## config.mk

```make
export PLATFORM = sky130hd
export DESIGN_NAME = vpic_channel
export DESIGN_NICKNAME = d
export VERILOG_FILES = /design/src/rtl/vpic_pkg.sv /design/src/rtl/vpic_sync.sv /design/src/rtl/vpic_regs.sv /design/src/rtl/vpic_arb.sv /design/src/rtl/vpic_channel.sv
export SDC_FILE = /design/constraint.sdc
export NUM_CORES = 1
export LEC_CHECK = 0
export CAP_MARGIN = 30
export CORE_MARGIN = 2
export CORE_UTILIZATION = 45
export CTS_BUF_LIST = sky130_fd_sc_hd__clkbuf_8
export CTS_CLUSTER_DIAMETER = 80
export DETAILED_ROUTE_END_ITERATION = 8
export PLACE_DENSITY = 0.64
export SETUP_SLACK_MARGIN = 0.02
export SLEW_MARGIN = 20
export SYNTH_ARGS = -nofsm -noshare
export SYNTH_HDL_FRONTEND = slang
export SYNTH_SLANG_ARGS = --single-unit
```

## constraint.sdc

```tcl
create_clock -name clk_i -period 12.25 [get_ports clk_i]
set_clock_uncertainty 0.05 [all_clocks]
set_input_delay 3.0625 -clock clk_i [delete_from_list [all_inputs] [get_ports clk_i]]
set_output_delay 3.0625 -clock clk_i [all_outputs]
set_load 0.05 [all_outputs]
```

## src/rtl/vpic_pkg.sv

```systemverilog
package vpic_pkg;
  localparam int unsigned REG_W      = 32;
  localparam int unsigned OFF_THRESH = 'h00;
  localparam int unsigned OFF_BASE   = 'h04;
  localparam int unsigned OFF_EN     = 'h08;
  localparam int unsigned OFF_SW     = 'h0C;
  localparam int unsigned OFF_VEC    = 'h10;
  localparam int unsigned OFF_PEND   = 'h14;
  localparam int unsigned OFF_FIQ    = 'h18;
  localparam int unsigned OFF_LVL    = 'h40;
endpackage

```

## src/rtl/vpic_sync.sv

```systemverilog
module vpic_sync #(
  parameter int unsigned W      = 1,
  parameter int unsigned STAGES = 2
) (
  input  logic         clk_i,
  input  logic         rst_ni,
  input  logic [W-1:0] d_i,
  output logic [W-1:0] q_o
);
  logic [W-1:0] stg_q [STAGES];

  for (genvar s = 0; s < STAGES; s++) begin : g_stage
    always_ff @(posedge clk_i or negedge rst_ni) begin
      if (!rst_ni) stg_q[s] <= '0;
      else if (s == 0) stg_q[s] <= d_i;
      else stg_q[s] <= stg_q[(s == 0) ? 0 : s-1];
    end
  end

  assign q_o = stg_q[STAGES-1];
endmodule

```

## src/rtl/vpic_regs.sv

```systemverilog
module vpic_regs
  import vpic_pkg::*;
#(
  parameter int unsigned NUM_SRC = 32,
  parameter int unsigned LVL_W   = 4,
  parameter int unsigned ADDR_W  = 8
) (
  input  logic                            clk_i,
  input  logic                            rst_ni,
  input  logic                            psel_i,
  input  logic                            penable_i,
  input  logic                            pwrite_i,
  input  logic [ADDR_W-1:0]               paddr_i,
  input  logic [REG_W-1:0]                pwdata_i,
  output logic [REG_W-1:0]                prdata_o,
  output logic [LVL_W-1:0]                thresh_o,
  output logic [REG_W-1:0]                base_o,
  output logic [NUM_SRC-1:0]              en_o,
  output logic [NUM_SRC-1:0]              sw_o,
  output logic                            fiq_en_o,
  output logic [NUM_SRC-1:0][LVL_W-1:0]   lvl_o,
  input  logic [REG_W-1:0]                vec_i,
  input  logic [NUM_SRC-1:0]              pend_i
);
  localparam logic [ADDR_W-1:0] A_THRESH = ADDR_W'(OFF_THRESH);
  localparam logic [ADDR_W-1:0] A_BASE   = ADDR_W'(OFF_BASE);
  localparam logic [ADDR_W-1:0] A_EN     = ADDR_W'(OFF_EN);
  localparam logic [ADDR_W-1:0] A_SW     = ADDR_W'(OFF_SW);
  localparam logic [ADDR_W-1:0] A_VEC    = ADDR_W'(OFF_VEC);
  localparam logic [ADDR_W-1:0] A_PEND   = ADDR_W'(OFF_PEND);
  localparam logic [ADDR_W-1:0] A_FIQ    = ADDR_W'(OFF_FIQ);

  logic wr;
  assign wr = psel_i & penable_i & pwrite_i;

  always_ff @(posedge clk_i or negedge rst_ni) begin
    if (!rst_ni) begin
      thresh_o <= '0;
      base_o   <= '0;
      en_o     <= '0;
      sw_o     <= '0;
      fiq_en_o <= 1'b0;
    end else if (wr) begin
      if (paddr_i == A_THRESH) thresh_o <= pwdata_i[LVL_W-1:0];
      if (paddr_i == A_BASE)   base_o   <= {pwdata_i[REG_W-1:2], 2'b00};
      if (paddr_i == A_EN)     en_o     <= pwdata_i[NUM_SRC-1:0];
      if (paddr_i == A_SW)     sw_o     <= pwdata_i[NUM_SRC-1:0];
      if (paddr_i == A_FIQ)    fiq_en_o <= pwdata_i[0];
    end
  end

  for (genvar g = 0; g < NUM_SRC; g++) begin : g_lvl
    localparam logic [ADDR_W-1:0] A_L = ADDR_W'(OFF_LVL + 4*g);
    always_ff @(posedge clk_i or negedge rst_ni) begin
      if (!rst_ni) lvl_o[g] <= '0;
      else if (wr && paddr_i == A_L) lvl_o[g] <= pwdata_i[LVL_W-1:0];
    end
  end

  always_comb begin
    prdata_o = '0;
    unique case (paddr_i)
      A_THRESH: prdata_o = REG_W'(thresh_o);
      A_BASE:   prdata_o = base_o;
      A_EN:     prdata_o = REG_W'(en_o);
      A_SW:     prdata_o = REG_W'(sw_o);
      A_VEC:    prdata_o = vec_i;
      A_PEND:   prdata_o = REG_W'(pend_i);
      A_FIQ:    prdata_o = REG_W'(fiq_en_o);
      default: begin
        for (int i = 0; i < NUM_SRC; i++)
          if (paddr_i == ADDR_W'(OFF_LVL + 4*i)) prdata_o = REG_W'(lvl_o[i]);
      end
    endcase
  end
endmodule

```

## src/rtl/vpic_arb.sv

```systemverilog
module vpic_arb #(
  parameter int unsigned NUM_SRC = 32,
  parameter int unsigned LVL_W   = 4,
  localparam int unsigned IDX_W  = (NUM_SRC > 1) ? $clog2(NUM_SRC) : 1
) (
  input  logic [NUM_SRC-1:0]            req_i,
  input  logic [NUM_SRC-1:0][LVL_W-1:0] lvl_i,
  output logic                          win_v_o,
  output logic [LVL_W-1:0]              win_l_o,
  output logic [IDX_W-1:0]              win_i_o
);
  localparam int unsigned N2 = 1 << IDX_W;

  // heap-ordered tree: node k has children 2k (lower indices) and 2k+1
  logic             nv [1:2*N2-1];
  logic [LVL_W-1:0] nl [1:2*N2-1];
  logic [IDX_W-1:0] ni [1:2*N2-1];

  for (genvar g = 0; g < N2; g++) begin : g_leaf
    if (g < NUM_SRC) begin : g_real
      assign nv[N2+g] = req_i[g] && (lvl_i[g] != '0);
      assign nl[N2+g] = lvl_i[g];
      assign ni[N2+g] = IDX_W'(g);
    end else begin : g_pad
      assign nv[N2+g] = 1'b0;
      assign nl[N2+g] = '0;
      assign ni[N2+g] = '0;
    end
  end

  for (genvar k = 1; k < N2; k++) begin : g_node
    logic take_r;
    // right child wins only on strictly higher level, so ties favour lower index
    assign take_r = nv[2*k+1] && (!nv[2*k] || (nl[2*k+1] > nl[2*k]));
    assign nv[k]  = nv[2*k] | nv[2*k+1];
    assign nl[k]  = take_r ? nl[2*k+1] : nl[2*k];
    assign ni[k]  = take_r ? ni[2*k+1] : ni[2*k];
  end

  assign win_v_o = nv[1];
  assign win_l_o = nl[1];
  assign win_i_o = ni[1];
endmodule

```

## src/rtl/vpic_channel.sv

```systemverilog
module vpic_channel
  import vpic_pkg::*;
#(
  parameter int unsigned NUM_SRC = 32,
  parameter int unsigned LVL_W   = 4,
  parameter int unsigned ADDR_W  = 8,
  parameter int unsigned SYNC_N  = 2
) (
  input  logic               clk_i,
  input  logic               rst_ni,
  input  logic               psel_i,
  input  logic               penable_i,
  input  logic               pwrite_i,
  input  logic [ADDR_W-1:0]  paddr_i,
  input  logic [31:0]        pwdata_i,
  output logic [31:0]        prdata_o,
  output logic               pready_o,
  input  logic [NUM_SRC-1:0] irq_src_i,
  input  logic               fiq_i,
  output logic               irq_no,
  output logic               fiq_no,
  output logic               wake_o
);
  localparam int unsigned IDX_W = (NUM_SRC > 1) ? $clog2(NUM_SRC) : 1;

  logic [NUM_SRC-1:0]            src_s, pend, qual, en_q, sw_q;
  logic                          fiq_s, fiq_en_q;
  logic [LVL_W-1:0]              thresh_q, win_l;
  logic [REG_W-1:0]              base_q, vec_q, vec_d;
  logic [NUM_SRC-1:0][LVL_W-1:0] lvl_q;
  logic                          win_v, fire;
  logic [IDX_W-1:0]              win_i;

  vpic_sync #(.W(NUM_SRC + 1), .STAGES(SYNC_N)) u_sync (
    .clk_i  (clk_i),
    .rst_ni (rst_ni),
    .d_i    ({fiq_i, irq_src_i}),
    .q_o    ({fiq_s, src_s})
  );

  vpic_regs #(.NUM_SRC(NUM_SRC), .LVL_W(LVL_W), .ADDR_W(ADDR_W)) u_regs (
    .clk_i     (clk_i),
    .rst_ni    (rst_ni),
    .psel_i    (psel_i),
    .penable_i (penable_i),
    .pwrite_i  (pwrite_i),
    .paddr_i   (paddr_i),
    .pwdata_i  (pwdata_i),
    .prdata_o  (prdata_o),
    .thresh_o  (thresh_q),
    .base_o    (base_q),
    .en_o      (en_q),
    .sw_o      (sw_q),
    .fiq_en_o  (fiq_en_q),
    .lvl_o     (lvl_q),
    .vec_i     (vec_q),
    .pend_i    (pend)
  );

  assign pend = src_s | sw_q;
  assign qual = pend & en_q;

  vpic_arb #(.NUM_SRC(NUM_SRC), .LVL_W(LVL_W)) u_arb (
    .req_i   (qual),
    .lvl_i   (lvl_q),
    .win_v_o (win_v),
    .win_l_o (win_l),
    .win_i_o (win_i)
  );

  assign fire  = win_v && (win_l > thresh_q);
  assign vec_d = fire ? base_q + (REG_W'(win_i) << 2) : base_q;

  always_ff @(posedge clk_i or negedge rst_ni) begin
    if (!rst_ni) begin
      irq_no <= 1'b1;
      fiq_no <= 1'b1;
      vec_q  <= '0;
    end else begin
      irq_no <= ~fire;
      fiq_no <= ~(fiq_s & fiq_en_q);
      vec_q  <= vec_d;
    end
  end

  // clockless so it works while clocks are stopped
  assign wake_o   = (|((irq_src_i | sw_q) & en_q)) | (fiq_i & fiq_en_q);
  assign pready_o = 1'b1;
endmodule

```

==> impl_metrics.toml, run 1 <==
[sta]
setup_viol_count_final = 0
timing.final.crit_share = 0.928
setup-tns-final_ns = 0
finalHoldViolations = 0
final_period_minus_worst_setup_slack_ns = 11.37
setup_repair_after_global_routing_missed_its_margin = "false"
max_clock_freq_mhz = 87.9
timing.slew.headroom = 0.333
timing.final.max_slew_violations = 0
whs_ns = 0.293
worstMarginPinSlew_ns = 0.991

[logic_synthesis]
synth_enable_flop_cells = 0
netlist_area_um2 = 20100
postSynthAreaPerCell_um2 = 9.88
postSynth.topFlopCell = "sky130_fd_sc_hd__dfrtp_1"
synthesis_stage_register_bit_count = 325
synth_sequential_area_ratio = 0.404
yosys.cell_types.count = 92
postSynth.asyncResetShare = 1.00
warning_count_from_the_yosys_run = 0
synthesis.instances = 2038
postSynthNetCount = 2244

[worst_setup_path]
crit_start = "u_regs.lvl_o[90]"
critical_path.max_stage_delay_ns = 0.44
cp_max_fo = 11
category_of_the_worst_setup_path_capture_point = "flop"
setup.worst_path.start_class = "flop"
regToRegStartpoint = "u_regs.lvl_o[90]"
cp.arrival_ns = 11.87
worst_ep_required_time_ns = 12.75
crit_type = "flop to flop"
worst_path_max_delay_cell = "sky130_fd_sc_hd__a2111oi_2"

[power]
sw_frac_of_total = 0.259
clock_power_share = 0.462
pwr-share-seq = 0.452
power.internal_mw = 1.84
power_dens_cells_nw_per_um2 = 106
vdd_drop_max_v = 0.000114
power_switching_mw = 0.642
p_leak_nw = 10.6
combinationalPowerShare = 0.086

[finish]
reg_area_um2 = 8140
layout-drive-gt1-share = 0.181
layout.filler_cells = 3972
area_growth_pct = 16.5
layout_common_cells = "323 x sky130_fd_sc_hd__dfrtp_1, 221 x sky130_fd_sc_hd__mux2_2, 191 x sky130_fd_sc_hd__o21ai_0, 148 x sky130_fd_sc_hd__inv_1, 147 x sky130_fd_sc_hd__nand2_1"
antenna-diode-count = 0
number_of_nets_in_the_layout = 2390
commonest_non_fill_non_tap_cell_in_the_layout = "sky130_fd_sc_hd__dfrtp_1"
multi_input_comb_area_um2 = 11300

[clock_tree]
clock_insertion_delay_worst_skew_ns = 0.70
clk_pin_slew_ns = 0.06
tritoncts = "yes"
ctsHtreeMaxLevel = 2
root_buffer = "sky130_fd_sc_hd__clkbuf_8"
cts.sink_count = 325
max_clock_buf_depth = 3
cts-buffers-inserted = 58

[route]
vias_per_cell = 6.14
initialDrtViolationCount = 1594
route.detailed.wl_per_inst_um = 23.5
via_count = 17300
routed_wirelength_um = 66300
detail_route.first_pass.iterations = 6
drc_markers = 0
drtAntennaViolNets = 0

[die]
boundaryPins = 114
die_area_um2 = 46500
placementRows = 77
floorplan.initialDensity = 0.456
die_height_um = 216
die-width_um = 216
fp.coreArea_um2 = 44200

[placement]
gpl.final_weighted_congestion = 0.957
post-dp-hpwl_um = 48400
place.port_buffers = 112

[grt]
grt_antenna_before_repair = 0
grt_overflow_total = 0
largest_net_degree_at_the_start_of_global_routing = 157
grt_pass1_wl_um = 104000
globalRouteTotalUtil = 0.288
first_global_vias = 17700

[run]
max_cap_viol_count = 0

[worst_hold_path]
hold_path.startpoint = "u_sync.stg_q[54]"
hp-class = "flop to flop"

[status]
status = "complete, no violations"
-- critical path: cells and delay by family, from the launching register on --
kind / cells / cell delay, ns
simple gates: 14 / 2.52
mux: 3 / 1.06
buf+inv: 4 / 0.45
compound gates: 21 / 4.43
flops: 1 / 0.39
xor+xnor: 1 / 0.14
fa+ha+maj: 7 / 2.19
-- cells in the mapped netlist, types with 11 or more instances --
master	instances	share of area
sky130_fd_sc_hd__nor3_1	26	0.0065
sky130_fd_sc_hd__inv_1	131	0.024
sky130_fd_sc_hd__o21a_1	25	0.0093
sky130_fd_sc_hd__a222oi_1	27	0.013
sky130_fd_sc_hd__o211ai_1	17	0.0063
sky130_fd_sc_hd__xnor2_1	26	0.011
sky130_fd_sc_hd__mux2_2	221	0.12
sky130_fd_sc_hd__nor4_1	36	0.011
sky130_fd_sc_hd__o22ai_1	31	0.0096
sky130_fd_sc_hd__nor2b_1	27	0.0084
sky130_fd_sc_hd__buf_1	15	0.0028
sky130_fd_sc_hd__nand2_1	147	0.027
sky130_fd_sc_hd__nand2b_1	17	0.0053
sky130_fd_sc_hd__o21ai_0	192	0.048
sky130_fd_sc_hd__dfrtp_1	323	0.40
sky130_fd_sc_hd__clkbuf_1	51	0.0095
sky130_fd_sc_hd__nand3_1	33	0.0082
sky130_fd_sc_hd__nand4_1	23	0.0071
sky130_fd_sc_hd__a21oi_1	102	0.025
sky130_fd_sc_hd__a22oi_1	11	0.0041
sky130_fd_sc_hd__nor2_1	140	0.026
sky130_fd_sc_hd__ha_1	127	0.079
sky130_fd_sc_hd__and3_1	14	0.0043
sky130_fd_sc_hd__mux2i_1	72	0.036
-- cell type report --
| class | count | share of cell area |
|---|---|---|
| inverter | 132 | 0.0211 |
| tap | 592 | 0.0316 |
| clock inverter | 34 | 0.0132 |
| clock buffer | 74 | 0.0434 |
| timing repair buffer | 155 | 0.0629 |
| multi-input combinational | 1512 | 0.481 |
| sequential | 325 | 0.347 |
-- power groups by stage --
stage	clock, mW	sequential [mW]	combinational (mW)
6_report	1.14	1.12	0.214
4_1_cts	1.17	1.12	0.212
3_3_place_gp	0	1.14	0.206
3_5_place_dp	0	1.14	0.211
5_1_grt	1.22	1.12	0.234
2_1_floorplan	0	1.13	0.110
-- per-stage QoR --
step / cells / setup slack [ns] / power (mW) / cell area, um2 / utilization
2_1_floorplan: 2038 / 2.02 / 1.24 / 20100 / -
3_3_place_gp: 2715 / 0.894 / 1.34 / 22100 / 0.499
3_5_place_dp: 2716 / 0.576 / 1.35 / 22100 / 0.500
4_1_cts: 2824 / 0.496 / 2.50 / 23400 / 0.530
5_1_grt: 2824 / 0.0438 / 2.58 / 23500 / 0.531
6_report: 2824 / 0.876 / 2.48 / 23500 / 0.531
-- sequential cells by signal, summed over array words and instances, names as in the netlist --
register and cells:
u_regs.thresh_o 4, irq_no 1, u_regs.en_o 32, u_sync.stg_q 33, fiq_no 1, u_regs.lvl_o 128
u_regs.base_o 30, vec_q 30, u_regs.fiq_en_o 1, u_regs.sw_o 32, u_sync.q_o 33
-- timing repair --
| action | 4_1_cts | 5_1_grt |
|---|---|---|
| gates resized for setup | 0 | 9 |
| buffers inserted | 0 | 0 |
| hold buffers | 0 | 0 |
| endpoints found under the setup margin | 0 | 25 |
-- worst paths after layout --
check                      depth (start not counted)               end  slack [ns]
max in group asynchronous                          2  u_regs.lvl_o[76]        8.47
hold reg to reg                                    0    u_sync.q_o[21]        0.29
setup / recovery                                  50         vec_q[22]        0.88
setup reg to reg                                  50         vec_q[22]        0.88
min in group asynchronous                          1  u_regs.lvl_o[22]        2.32
hold / removal                                     0    u_sync.q_o[21]        0.29
-- kinds of logic after synthesis --
group / Yosys count / share of synthesized area
flip-flops: 325 / 0.404
buffers and inverters: 201 / 0.0381
AO/OA/AOI/OAI: 552 / 0.182
other: 1 / 0.000186
multiplexers: 296 / 0.162
adder cells (fa/ha/maj): 131 / 0.0814
AND/OR/NAND/NOR: 500 / 0.118
XOR/XNOR: 32 / 0.0139
-- routing by layer --
metal  vias up  part of all wire  global-route usage
met4         0             0.039               0.108
met5         -                 0                   0
li1       7879                 -                   -
met2       675              0.46               0.461
met3       154             0.065              0.0457
met1      8634              0.44               0.394
Power figures use the tool's default switching activity.
==> inputs of run 2 (changes only) <==
--- a/config.mk
+++ b/config.mk
@@ -11,7 +11,6 @@
 export CTS_BUF_LIST = sky130_fd_sc_hd__clkbuf_8
 export CTS_CLUSTER_DIAMETER = 80
 export DETAILED_ROUTE_END_ITERATION = 8
-export PLACE_DENSITY = 0.64
 export SETUP_SLACK_MARGIN = 0.02
 export SLEW_MARGIN = 20
 export SYNTH_ARGS = -nofsm -noshare
==> impl_metrics.toml, run 2 (synthesis results as in run 1) <==
[status]
status = "complete, no violations"

[power]
power_dens_cells_nw_per_um2 = 102
vdd_drop_max_v = 0.0000946
p_leak_nw = 10.5

[clock_tree]
clock_insertion_delay_worst_skew_ns = 0.67
clk_pin_slew_ns = 0.07
cts.sink_count = 325
ctsHtreeMaxLevel = 2
postCtsHoldBufs = 0
number_of_post_cts_setup_repair_buffers = 0
max_clock_buf_depth = 3
tritoncts = "yes"
cts-resized-gates = 0
cts-buffers-inserted = 57
root_buffer = "sky130_fd_sc_hd__clkbuf_8"

[route]
vias_per_cell = 6.13
drc_markers = 0
via_count = 17300
drtAntennaViolNets = 0
routed_wirelength_um = 68200
route.detailed.wl_per_inst_um = 24.2
initialDrtViolationCount = 1460
detail_route.first_pass.iterations = 9

[sta]
timing.final.max_slew_violations = 0
max_clock_freq_mhz = 87.1
timing.final.crit_share = 0.937
postLayoutSetupSlackWorst_ns = 0.774
worstMarginPinSlew_ns = 1.04
setup_viol_count_final = 0
finalHoldViolations = 0
setup-tns-final_ns = 0
timing.slew.headroom = 0.304
final_period_minus_worst_setup_slack_ns = 11.48
setup_repair_after_global_routing_missed_its_margin = "false"

[die]
fp.coreArea_um2 = 44200
die-width_um = 216
placementRows = 77
die_area_um2 = 46500
floorplan.initialDensity = 0.456
boundaryPins = 114
die_height_um = 216

[finish]
largest_reg_flops = 128
largest_register = "u_regs.lvl_o"
layout-drive-gt1-share = 0.175
area_growth_pct = 15.5
layout.filler_cells = 4034
layout_common_cells = "323 x sky130_fd_sc_hd__dfrtp_1, 221 x sky130_fd_sc_hd__mux2_2, 191 x sky130_fd_sc_hd__o21ai_0, 154 x sky130_fd_sc_hd__inv_1, 147 x sky130_fd_sc_hd__nand2_1"
number_of_nets_in_the_layout = 2385
commonest_non_fill_non_tap_cell_in_the_layout = "sky130_fd_sc_hd__dfrtp_1"

[worst_setup_path]
r2r_cells = 55
worst_path_most_repeated_cell = "sky130_fd_sc_hd__o21ai_0"
cp.arrival_ns = 11.97
worstSetupPathDepth = 55
rr_endpoint = "vec_q[24]"
path_buf_inv = 6
setup.reg_to_reg.worst_slack_ns = 0.77
critical_path.max_stage_delay_ns = 0.55
critical-path-top-delay-family = "compound AO/OA/AOI/OAI gates"
regToRegStartpoint = "u_regs.lvl_o[41]"
worst_path_max_delay_cell = "sky130_fd_sc_hd__o31ai_1"
crit_type = "flop to flop"
worst_ep_required_time_ns = 12.74
setup.worst_path.start_class = "flop"
cp_max_fo = 10
category_of_the_worst_setup_path_capture_point = "flop"

[worst_hold_path]
hold_path.startpoint = "u_sync.stg_q[42]"
hp-class = "flop to flop"
worst_hold_path.endpoint = "u_sync.q_o[9]"
worstHoldPathCells = 0

[run]
max_cap_viol_count = 0

[grt]
largest_net_degree_at_the_start_of_global_routing = 88
grt_antenna_before_repair = 1
first_global_vias = 17400
globalRouteTotalUtil = 0.293
grt_pass1_wl_um = 105000
grt_overflow_total = 0

[placement]
gpl.final_weighted_congestion = 0.999
place.port_buffers = 112
post-dp-hpwl_um = 49600
place_ws_ns = 0.641
-- run 2: cell types whose count changed in the layout (fill, tap and decap cells not counted), moves of 2 or more --
| cell | change |
|---|---|
| sky130_fd_sc_hd__bufinv_16 | -3 |
| sky130_fd_sc_hd__clkinvlp_4 | -5 |
| sky130_fd_sc_hd__buf_2 | +2 |
| sky130_fd_sc_hd__buf_4 | -5 |
| sky130_fd_sc_hd__inv_1 | +6 |
| sky130_fd_sc_hd__clkbuf_8 | -3 |
-- run 2: worst max-delay path by stage --
stage	startpoint	slack [ns]	end
final	u_regs.lvl_o[41]	0.77	vec_q[24]
after floorplan	u_regs.lvl_o[61]	2.02	vec_q[24]
after global placement	u_regs.lvl_o[41]	0.76	vec_q[24]
after global routing	u_regs.lvl_o[57]	0.03	vec_q[31]
after detailed placement	u_regs.lvl_o[41]	0.64	vec_q[24]
after CTS	u_regs.lvl_o[41]	0.59	vec_q[24]
-- run 2: routing by layer --
metal  wire [um]  vias up  part of all wire  global-route usage
li1            -     7874                 -                   -
met1       30000     8601              0.44               0.403
met2       31100      667              0.46               0.470
met3        4680      145             0.069              0.0448
met4        2420        0             0.036               0.107
met5           0        -                 0                   0
-- run 2: cell type report --
type	count	area, um2	area share
antenna	1	2.50	0.000108
clock buffer	71	977	0.0420
clock inverter	34	218	0.00936
inverter	132	495	0.0213
multi-input combinational	1512	11300	0.485
sequential	325	8140	0.350
tap	592	741	0.0318
timing repair buffer	151	1420	0.0609
-- run 2: power breakdown --
part,switching [mW],total (mW),internal (mW)
registers,0.0209,1.12,1.10
clock network,0.479,1.05,0.567
logic,0.131,0.213,0.0817
total,0.631,2.38,1.75
-- run 2: metrics by stage --
step / total power, mW / hold WS, ns / area, um2 / util / cells
2_1_floorplan: 1.24 / 0.281 / 20100 / - / 2038
3_3_place_gp: 1.34 / 0.281 / 22000 / 0.498 / 2709
3_5_place_dp: 1.35 / 0.285 / 22000 / 0.498 / 2711
4_1_cts: 2.40 / 0.298 / 23200 / 0.525 / 2816
5_1_grt: 2.47 / 0.301 / 23300 / 0.526 / 2817
6_report: 2.38 / 0.296 / 23300 / 0.526 / 2818
